--- config.mk ---
export PLATFORM = sky130hd
export DESIGN_NAME = wide_req_assembler
export DESIGN_NICKNAME = d
export VERILOG_FILES = /design/src/rtl/wide_req_assembler.sv
export SDC_FILE = /design/constraint.sdc
export NUM_CORES = 1
export LEC_CHECK = 0
export BUFFER_PORTS_ARGS = -buffer_cell sky130_fd_sc_hd__buf_2
export CAP_MARGIN = 20
export CORE_MARGIN = 2
export CORE_UTILIZATION = 51
export CTS_CLUSTER_DIAMETER = 80
export CTS_CLUSTER_SIZE = 20
export DETAILED_ROUTE_END_ITERATION = 6
export PLACE_DENSITY = 0.81
export SLEW_MARGIN = 20
export SYNTH_ARGS = -nofsm -noshare
export SYNTH_HDL_FRONTEND = slang
export SYNTH_SLANG_ARGS = --single-unit
--- constraint.sdc ---
create_clock -name clk -period 2.4 [get_ports clk]
set_input_delay 0.48 -clock clk [delete_from_list [all_inputs] [get_ports clk]]
set_output_delay 0.48 -clock clk [all_outputs]
set_load 0.01 [all_outputs]
--- src/rtl/wide_req_assembler.sv ---
module wide_req_assembler #(
  parameter int RESP_W = 71,
  parameter int IDX_W = 10,
  parameter int NCHUNK = 4,
  localparam int VAL_W = RESP_W + 1,
  localparam int REQ_W = ((VAL_W + 63) / 64) * 64,
  localparam int CH_W = (NCHUNK > 1) ? $clog2(NCHUNK) : 1
) (
  input  logic             clk,
  input  logic             rst_n,
  input  logic [12:0]      s_awaddr,
  input  logic             s_awvalid,
  output logic             s_awready,
  input  logic [31:0]      s_wdata,
  input  logic [3:0]       s_wstrb,
  input  logic             s_wvalid,
  output logic             s_wready,
  output logic [1:0]       s_bresp,
  output logic             s_bvalid,
  input  logic             s_bready,
  input  logic [12:0]      s_araddr,
  input  logic             s_arvalid,
  output logic             s_arready,
  output logic [31:0]      s_rdata,
  output logic [1:0]       s_rresp,
  output logic             s_rvalid,
  input  logic             s_rready,
  output logic             m_valid,
  input  logic             m_ready,
  output logic [REQ_W-1:0] m_data,
  output logic [IDX_W-1:0] m_entry,
  output logic [CH_W-1:0]  m_chunk,
  output logic             m_last
);
  localparam int NWORDS = REQ_W / 32;
  localparam int DBASE = 64;
  localparam logic [1:0] RESP_OK = 2'b00;
  localparam logic [1:0] RESP_ERR = 2'b10;

  typedef enum logic [1:0] {S_IDLE, S_PUSH, S_BRSP, S_RRSP} state_t;

  state_t           state;
  logic [31:0]      stage [NWORDS];
  logic [IDX_W-1:0] entry_q;
  logic [CH_W-1:0]  chunk_q;
  logic             last_q;
  logic             mvalid_q;
  logic [1:0]       bresp_q, rresp_q;
  logic [31:0]      rdata_q;

  function automatic logic [31:0] lane_merge(input logic [31:0] old_v, input logic [31:0] new_v,
                                             input logic [3:0] strb);
    logic [31:0] r;
    for (int b = 0; b < 4; b++) r[8*b +: 8] = strb[b] ? new_v[8*b +: 8] : old_v[8*b +: 8];
    return r;
  endfunction

  logic [10:0] wword, rword;
  logic        wr_go, rd_go;
  logic        w_commit, w_entry, w_data, r_data;
  logic [7:0]  wchunk;
  logic        chunk_ok;
  logic [31:0] ent_wide;
  logic [31:0] rd_val;
  logic        rd_ok;

  assign wword    = s_awaddr[12:2];
  assign rword    = s_araddr[12:2];
  assign wr_go    = (state == S_IDLE) && s_awvalid && s_wvalid;
  assign rd_go    = (state == S_IDLE) && !(s_awvalid && s_wvalid) && s_arvalid;
  assign w_commit = (wword == 11'd0);
  assign w_entry  = (wword == 11'd1);
  assign w_data   = (wword >= 11'(DBASE)) && (wword < 11'(DBASE + NWORDS));
  assign r_data   = (rword >= 11'(DBASE)) && (rword < 11'(DBASE + NWORDS));
  assign wchunk   = s_wdata[15:8];
  assign chunk_ok = ({1'b0, wchunk} < 9'(NCHUNK));
  assign ent_wide = lane_merge(32'(entry_q), s_wdata, s_wstrb);

  always_comb begin
    rd_val = '0;
    rd_ok  = 1'b1;
    if (rword == 11'd0) begin
      rd_val[15:8] = 8'(chunk_q);
      rd_val[0]    = last_q;
    end else if (rword == 11'd1) begin
      rd_val = 32'(entry_q);
    end else if (r_data) begin
      for (int i = 0; i < NWORDS; i++)
        if (rword == 11'(DBASE + i)) rd_val = stage[i];
    end else begin
      rd_ok = 1'b0;
    end
  end

  always_ff @(posedge clk) begin
    if (!rst_n) begin
      state    <= S_IDLE;
      entry_q  <= '0;
      chunk_q  <= '0;
      last_q   <= 1'b0;
      mvalid_q <= 1'b0;
      bresp_q  <= RESP_OK;
      rresp_q  <= RESP_OK;
      rdata_q  <= '0;
      for (int i = 0; i < NWORDS; i++) stage[i] <= '0;
    end else begin
      case (state)
        S_IDLE: begin
          if (wr_go) begin
            bresp_q <= RESP_OK;
            state   <= S_BRSP;
            if (w_commit && chunk_ok) begin
              mvalid_q <= 1'b1;
              chunk_q  <= wchunk[CH_W-1:0];
              last_q   <= s_wdata[0];
              state    <= S_PUSH;
            end else if (w_entry) begin
              entry_q <= ent_wide[IDX_W-1:0];
            end else if (w_data) begin
              for (int i = 0; i < NWORDS; i++)
                if (wword == 11'(DBASE + i)) stage[i] <= lane_merge(stage[i], s_wdata, s_wstrb);
            end else begin
              bresp_q <= RESP_ERR;
            end
          end else if (rd_go) begin
            rdata_q <= rd_ok ? rd_val : 32'h0;
            rresp_q <= rd_ok ? RESP_OK : RESP_ERR;
            state   <= S_RRSP;
          end
        end
        S_PUSH: begin
          if (m_ready) begin
            mvalid_q <= 1'b0;
            state    <= S_BRSP;
          end
        end
        S_BRSP: if (s_bready) state <= S_IDLE;
        S_RRSP: if (s_rready) state <= S_IDLE;
        default: state <= S_IDLE;
      endcase
    end
  end

  for (genvar g = 0; g < NWORDS; g++) begin : g_pack
    assign m_data[32*g +: 32] = stage[g];
  end

  assign s_awready = wr_go;
  assign s_wready  = wr_go;
  assign s_arready = rd_go;
  assign s_bvalid  = (state == S_BRSP);
  assign s_bresp   = bresp_q;
  assign s_rvalid  = (state == S_RRSP);
  assign s_rresp   = rresp_q;
  assign s_rdata   = rdata_q;
  assign m_valid   = mvalid_q;
  assign m_entry   = entry_q;
  assign m_chunk   = chunk_q;
  assign m_last    = last_q;

  logic unused_ok;
  assign unused_ok = ^{s_awaddr[1:0], s_araddr[1:0], ent_wide};
endmodule


==> impl_results.rst, run 1 <==
.. list-table::
   :header-rows: 1

   * - Metric
     - Value
   * - Die area
     - between 15000 and 20000 um^2
   * - Fmax achieved
     - between 0.4 and 0.5 GHz
   * - Clock tree from TritonCTS
     - yes
   * - Startpoint of the worst setup timing path
     - state[1]$_SDFFE_PN0P_
   * - Endpoints failing setup
     - 0
   * - Comb pwr share
     - under 10%
   * - Post-detailed-route count of antenna-violating nets
     - 0
   * - Dominant register cell in the synthesized netlist
     - sky130_fd_sc_hd__edfxtp_1
   * - Count of pins on the block boundary
     - roughly 250
   * - Clock Skews
     - between 0.007 and 0.008 ns
   * - Dominant cell type by area after synthesis
     - sky130_fd_sc_hd__edfxtp_1
   * - Leftover overflow at the end of global routing
     - 0
   * - Count of nets after finishing
     - 887
   * - Portion of total power attributed to sequential cells
     - 50.6%
   * - Logic depth of the worst setup path including buffers
     - 6
   * - Die width
     - around 130 um
   * - Estimated wirelength of the detail-placed design
     - 15.72 mm
   * - Unrepaired setup endpoints after global routing
     - no
   * - Number of synthesis warnings
     - 0
   * - GPL Wtd Cong
     - between 0.9 and 1
   * - CTS clock-pin slew for the worst setup and hold paths
     - 0.06 ns
   * - Number of detailed-route iterations in the first pass
     - 6
   * - Wire length per cell after detailed routing
     - around 21 um
   * - Total leakage power
     - 4.643 nW
   * - Switching power
     - ~1.6 mW
   * - Netlist cell types
     - 54
   * - Buffering stage count on the worst path with inverters included
     - 2
   * - Worst path slowest cell
     - sky130_fd_sc_hd__dfxtp_1
   * - Number of buffers added by the clock tree synthesis step
     - 17
   * - Internal power
     - ~5.2 mW
   * - Endpoint of the lowest-slack register-to-register path
     - stage[3][17]$_SDFFCE_PN0P_
   * - Final slew viol count
     - 0
   * - Worst r2r path cells
     - 6
   * - Critical path capture point
     - stage[3][17]$_SDFFCE_PN0P_
   * - Top fanout value on the critical path
     - 11
   * - Vias in the first global route
     - roughly 5900
   * - Synth top area share
     - 48.48%
   * - Leading post-synthesis cells by instance count
     - 128 x sky130_fd_sc_hd__edfxtp_1, 95 x sky130_fd_sc_hd__and2_1, 50 x sky130_fd_sc_hd__dfxtp_1, 34 x sky130_fd_sc_hd__and3_1, 28 x sky130_fd_sc_hd__mux4_2
   * - Data required time at the worst endpoint
     - between 2 and 2.5 ns
   * - Total number of vias
     - slightly below 6000
   * - Clock Path Buffers
     - 2
   * - Row count
     - 45
   * - DRC marker count from the first detailed-route iteration
     - ~510
   * - Effective utilization at floorplan
     - a little over half
   * - Number of enable-type register cells in the synthesized netlist
     - roughly 130
   * - Std-Cell Core Area
     - between 15000 and 20000 um^2
   * - Final core utilization
     - between 60% and 70%
   * - Critical Path AT
     - 2.22 ns
   * - Sw Share
     - roughly a quarter
   * - Wire length of the first global-routing pass
     - roughly 33 mm
   * - Max-slew headroom at the worst pin
     - between 20 and 30%
   * - Post-Route WL
     - ~22 mm
   * - Count of final hold-check violations
     - 0
   * - Instance count of the mapped netlist
     - approximately 560
   * - Worst Setup Path Type
     - flip-flop to flip-flop
   * - Most frequently used cell type in the post-synthesis netlist
     - sky130_fd_sc_hd__edfxtp_1
   * - GRT Overall Usage
     - between 20% and 30%
   * - Register-to-Register Setup Slack
     - 0.26 ns
   * - FF-to-FF Start
     - state[1]$_SDFFE_PN0P_
   * - Maximum number of pins on one net before global-route repair
     - 33
   * - Async set-or-reset flop fraction in the synthesized netlist
     - 0%
   * - TritonCTS Sinks
     - roughly 180
   * - Remaining design rule violation count
     - 0
   * - Fraction of layout cells with a size suffix above 1
     - about 44%
   * - Buffer type at the clock tree root
     - sky130_fd_sc_hd__clkbuf_16
   * - Number of buffers inserted for hold repair after clock tree synthesis
     - 0
   * - Worst VDD drop
     - around 520 uV
   * - Leading cell types by total area after synthesis
     - sky130_fd_sc_hd__edfxtp_1 48%, sky130_fd_sc_hd__dfxtp_1 13%, sky130_fd_sc_hd__mux4_2 8.0%, sky130_fd_sc_hd__and2_1 7.5%, sky130_fd_sc_hd__and3_1 2.7%
   * - Longest individual stage delay on the worst path
     - approximately 0.38 ns
   * - Avg Inst Size Synth
     - between 10 and 15 um^2
   * - Netlist area before placement
     - around 8000 um^2
   * - Worst Tran Pin Value
     - 1.051 ns
   * - Endpoint kind of the worst setup timing path
     - flip-flop
   * - Pre-CTS worst setup slack
     - -0.01922 ns
   * - Cell-by-cell listing of the critical path
     - nand4bb_4 > clkinv_2 > and4_4 > and3_1 > buf_12 > a21o_1
   * - Antenna violations before repair
     - 0
   * - Number of gates resized after cts
     - 0
   * - Cell area power density
     - 669.4 nW/um^2
   * - Clock power share
     - 40.6%
   * - Portion of the clock cycle consumed by the worst path in the final layout
     - 89.09%
   * - DR vias/cell
     - between 5 and 6
   * - Share of synthesized area occupied by flip-flops and latches
     - approximately 61%
   * - Number of storage elements in the synthesis netlist
     - around 180
   * - H-tree lvl count
     - 4
   * - Minimum period implied by the final worst setup slack
     - around 2.1 ns
   * - Result of the run
     - finished, final reports clean
   * - Post-CTS setup repair buffer count
     - 0
   * - Kind of path behind the tightest hold check
     - input pin to flip-flop
   * - Later-pin clock latency in the skew report
     - between 0.4 and 0.5 ns
   * - Startpoint type of the worst setup path
     - flip-flop
   * - Chip height
     - ~130 um
   * - # Max-Cap Violations
     - 0
   * - Port Buffer Count
     - between 200 and 250
   * - Post-synthesis to final-layout area growth
     - 27.43%
   * - # diodes
     - 0
   * - Slack of the critical path
     - between 0.2 and 0.3 ns
   * - Family with the most delay on the worst path
     - simple AND/OR/NAND/NOR gates
-- worst register-to-register path, delay by kind of cell, from the launching register on --
kind | cells | cell delay (ns)
AOI/OAI and AO/OA | 1 | 0.36
buffers and inverters | 2 | 0.33
DFF | 1 | 0.38
and+or+nand+nor | 3 | 0.74
-- cell families (layout without fill, tap and decap cells) --
family	after synthesis	after routing	share of synthesized area, %
AO/OA/AOI/OAI	81	81	7.844
buffers and inverters	47	318	3.456
other	1	2	0.04730
AND/OR/NAND/NOR	202	202	16.82
multiplexers	49	49	10.72
flip-flops	178	178	61.11
-- power by group through the flow --
stage	clock network, mW	logic, mW	registers (mW)
after detailed placement	0	0.587	3.49
after global routing	2.87	0.630	3.43
after global placement	0	0.570	3.48
after CTS	2.76	0.590	3.42
after floorplan	0	0.263	3.51
final	2.75	0.591	3.42
-- stage by stage --
stage                     TNS (ns)  instance area, um^2  hold WS [ns]  power (mW)  instances
after floorplan                  0                 7931        0.4761       3.777        559
after detailed placement   -0.2035                 9507        0.4517       4.076        986
final                            0                10100        0.2842       6.763       1018
after CTS                        0                10100        0.2665       6.771       1018
after global placement           0                 9507        0.4416       4.054        986
after global routing             0                10100        0.2932       6.933       1018
-- state kept, by name, summed over array words and instances, names as in the netlist --
| name | flops |
|---|---|
| s_rdata | 32 |
| m_entry | 10 |
| s_rresp | 1 |
| m_valid | 1 |
| state | 2 |
| stage | 128 |
| m_last | 1 |
| m_chunk | 2 |
| s_bresp | 1 |
-- layout by cell type, fill, tap and decap left out, types with 10 or more instances in the layout --
cell type / synthesis / routed
sky130_fd_sc_hd__a21oi_1: 11 / 10
sky130_fd_sc_hd__buf_4: 5 / 26
sky130_fd_sc_hd__dfxtp_1: 50 / 50
sky130_fd_sc_hd__mux2i_1: 14 / 14
sky130_fd_sc_hd__a22o_1: 21 / 21
sky130_fd_sc_hd__edfxtp_1: 128 / 128
sky130_fd_sc_hd__clkbuf_16: 0 / 19
sky130_fd_sc_hd__mux4_2: 28 / 28
sky130_fd_sc_hd__and2_1: 95 / 95
sky130_fd_sc_hd__and3_1: 34 / 34
sky130_fd_sc_hd__a21o_1: 16 / 16
sky130_fd_sc_hd__nand2_1: 11 / 11
sky130_fd_sc_hd__nor2_1: 17 / 16
sky130_fd_sc_hd__buf_2: 8 / 246
-- worst min path at each step --
stage                              from                       end  slack (ns)  cells after the start
2_1_floorplan   s_rdata[0]$_SDFFE_PN0P_   s_rdata[0]$_SDFFE_PN0P_        0.48                      2
3_3_place_gp   s_rdata[30]$_SDFFE_PN0P_  s_rdata[30]$_SDFFE_PN0P_        0.44                      1
3_5_place_dp    s_rdata[8]$_SDFFE_PN0P_   s_rdata[8]$_SDFFE_PN0P_        0.45                      2
4_1_cts                         m_ready      m_valid$_SDFFE_PN0P_        0.27                      2
5_1_grt                         m_ready      m_valid$_SDFFE_PN0P_        0.29                      2
6_report                        m_ready      m_valid$_SDFFE_PN0P_        0.28                      2
-- final cells by class --
cell class,instances,area [um^2]
Fill cell,1076,5100
Sequential cell,178,4845
Multi-Input combinational cell,334,2833
Timing Repair Buffer,279,1567
Clock buffer,23,530.5
Tap cell,188,235.2
Clock inverter,9,65.06
Inverter,7,27.53
-- metal layers --
layer	vias up	global-route usage (%)	part of all wire, %
met2	326	44.91	51
met5	-	0	0
met4	0	9.591	2.9
met3	50	5.447	8.0
li1	2640	-	-
met1	2929	33.06	38
No activity file was read; power rests on OpenSTA's default activity.
==> run 2, diff against run 1 <==
BUFFER_PORTS_ARGS = not set   (was -buffer_cell sky130_fd_sc_hd__buf_2)
CORE_UTILIZATION = 58   (was 51)
DONT_BUFFER_PORTS = 1   (was not set)
PLACE_DENSITY = 0.75   (was 0.81)
==> run 2 against run 1 <==
Register-to-register slack got worse by 0.05 ns. Largest power group unchanged. Combinational power decreased by 49%. Clock skew increased by 0.00092 ns. Sequential share of layout area increased by 7.6 points. Sequential power increased by 2%. Cell area decreased by 14%. Core utilization decreased by 0.81 points.
==> impl_results.rst, run 2 (synthesized netlist as in run 1, its figures left out) <==
.. list-table::
   :header-rows: 1

   * - Metric
     - Value
   * - Result of the run
     - finished, final reports clean
   * - Number of detailed-route iterations in the first pass
     - 4
   * - Leftover overflow at the end of global routing
     - 0
   * - DR vias/cell
     - about 6.5
   * - Total leakage power
     - about 3.5 nW
   * - Antenna violations before repair
     - 0
   * - Portion of the clock cycle consumed by the worst path in the final layout
     - 91.35%
   * - Clock tree from TritonCTS
     - yes
   * - Cell area power density
     - approximately 760 nW/um^2
   * - Final cell area excluding filler cells
     - 8727 um^2
   * - Commonest cells after routing, fill and taps aside
     - 128 x sky130_fd_sc_hd__edfxtp_1, 95 x sky130_fd_sc_hd__and2_1, 50 x sky130_fd_sc_hd__dfxtp_1
   * - Number of gates resized after cts
     - 0
   * - WL met1
     - slightly above 7 mm
   * - Total placed cells including tap cells
     - about 720
   * - Endpoint kind of the worst setup timing path
     - flip-flop
   * - Minimum period implied by the final worst setup slack
     - 2.192 ns
   * - GPL Wtd Cong
     - approximately 0.91
   * - Clock Skews
     - between 0.008 and 0.009 ns
   * - Most common library cell in the layout ignoring fill and taps
     - sky130_fd_sc_hd__edfxtp_1
   * - Chip height
     - 120.9 um
   * - Setup TNS after final layout
     - 0 ns
   * - Post-place instance area
     - 8100 um^2
   * - TritonCTS Sinks
     - approximately 180
   * - Final slew viol count
     - 0
   * - Number of buffers added by the clock tree synthesis step
     - 17
   * - Port Buffer Count
     - 0
   * - Later-pin clock latency in the skew report
     - about 0.42 ns
   * - Top layer reached by signal wires
     - met4
   * - Vias in the first global route
     - 4990
   * - Number of buffers inserted for hold repair after clock tree synthesis
     - 0
   * - Post-synthesis to final-layout area growth
     - 10.09%
   * - Worst VDD drop
     - approximately 470 uV
   * - Post-Route WL
     - 20.39 mm
   * - Top fanout value on the critical path
     - 8
   * - Clock Path Buffers
     - 2
   * - Remaining design rule violation count
     - 0
   * - Max-slew headroom at the worst pin
     - 30.66%
   * - Count of pins on the block boundary
     - around 250
   * - Fraction of layout cells with a size suffix above 1
     - between 10% and 20%
   * - Post-detailed-route count of antenna-violating nets
     - 0
   * - Die width
     - between 100 and 150 um
   * - Count of final hold-check violations
     - 0
   * - Top register by number of flip-flops
     - stage
   * - Length of routed met3 wiring
     - about 2.5 mm
   * - Endpoints failing setup
     - 0
   * - Fmax achieved
     - 0.4561 GHz
   * - # Max-Cap Violations
     - 0
   * - Worst Setup Path Type
     - flip-flop to flip-flop
   * - DRC marker count from the first detailed-route iteration
     - between 300 and 400
   * - Std-Cell Core Area
     - between 10000 and 15000 um^2
   * - Kind of path behind the tightest hold check
     - input pin to flip-flop
   * - Die area
     - around 15000 um^2
   * - Critical Path AT
     - ~2.3 ns
   * - Hold Worst Slack
     - 0.1953 ns
   * - Design Power
     - roughly 6.7 mW
   * - Worst Tran Pin Value
     - approximately 1.0 ns
   * - Data required time at the worst endpoint
     - 2.46 ns
   * - H-tree lvl count
     - 4
   * - Count of nets after finishing
     - roughly 630
   * - # diodes
     - 0
   * - Wire length of the first global-routing pass
     - a little under 30 mm
   * - Total met2 wirelength after detailed routing
     - approximately 10 mm
   * - Non-filler instance count after layout
     - 747
   * - Buffer type at the clock tree root
     - sky130_fd_sc_hd__clkbuf_16
   * - Wire length per cell after detailed routing
     - 27.29 um
   * - Unrepaired setup endpoints after global routing
     - no
   * - Max FFs per register
     - about 130
   * - Post-CTS setup repair buffer count
     - 0
   * - Maximum number of pins on one net before global-route repair
     - 45
   * - Startpoint type of the worst setup path
     - flip-flop
   * - Estimated wirelength of the detail-placed design
     - 14.09 mm
   * - GRT Overall Usage
     - between 20% and 30%
   * - Row count
     - 42
   * - CTS clock-pin slew for the worst setup and hold paths
     - ~0.060 ns
   * - Total number of vias
     - between 4000 and 5000
   * - Effective utilization at floorplan
     - between 50% and 60%
==> run 2: changes by cell type in the layout (fill, tap and decap cells not counted), sizes merged <==
cell and change:
bufinv +1, clkinv -2, buf -259, inv +2, clkbuf +1, clkinvlp -2
==> run 2: worst max-delay path, cell delays in order (launching register included) <==
cell                        delay, ns
sky130_fd_sc_hd__dfxtp_1         0.37
sky130_fd_sc_hd__nand4bb_4       0.26
sky130_fd_sc_hd__clkinv_2        0.19
sky130_fd_sc_hd__and4_4          0.24
sky130_fd_sc_hd__and3_1          0.17
sky130_fd_sc_hd__buf_4           0.18
sky130_fd_sc_hd__a21o_1          0.41
==> run 2: area by class of cell <==
type                            count  area, um^2
Clock inverter                      8       81.33
Fill cell                         965        4568
Multi-Input combinational cell    334        2833
Inverter                            7       27.53
Timing Repair Buffer               20       175.2
Clock buffer                       24       545.5
Tap cell                          176       220.2
Sequential cell                   178        4845
==> run 2: routing by layer <==
layer	vias up	global-route usage [%]
li1	2114	-
met1	2466	31.36
met2	277	46.00
met3	27	12.69
met4	0	8.576
met5	-	0
==> run 2: path summary, 6_finish.rpt <==
path | slack [ns] | start | endpoint | cells after the start
hold reg to reg | 0.52 | s_rdata[8]$_SDFFE_PN0P_ | s_rdata[8]$_SDFFE_PN0P_ | 2
setup reg to reg | 0.21 | state[1]$_SDFFE_PN0P_ | stage[3][8]$_SDFFCE_PN0P_ | 6
setup / recovery | 0.21 | state[1]$_SDFFE_PN0P_ | stage[3][8]$_SDFFCE_PN0P_ | 6
hold / removal | 0.20 | m_ready | m_valid$_SDFFE_PN0P_ | 1
==> run 2: stage by stage <==
stage / util [%] / worst slack [ns]
after floorplan: - / 0.3175
after global placement: 60.93 / 0.1801
after detailed placement: 60.93 / 0.1659
after CTS: 65.64 / 0.2439
after global routing: 65.64 / 0.1447
final: 65.64 / 0.2077
==> run 2: power by group <==
group | switching (mW) | internal, mW | total [mW] | leakage, nW
Sequential | 0.111 | 3.37 | 3.48 | 1.72
Clock | 1.18 | 1.71 | 2.89 | 0.313
Combinational | 0.171 | 0.131 | 0.301 | 1.42
Total | 1.46 | 5.21 | 6.67 | 3.45
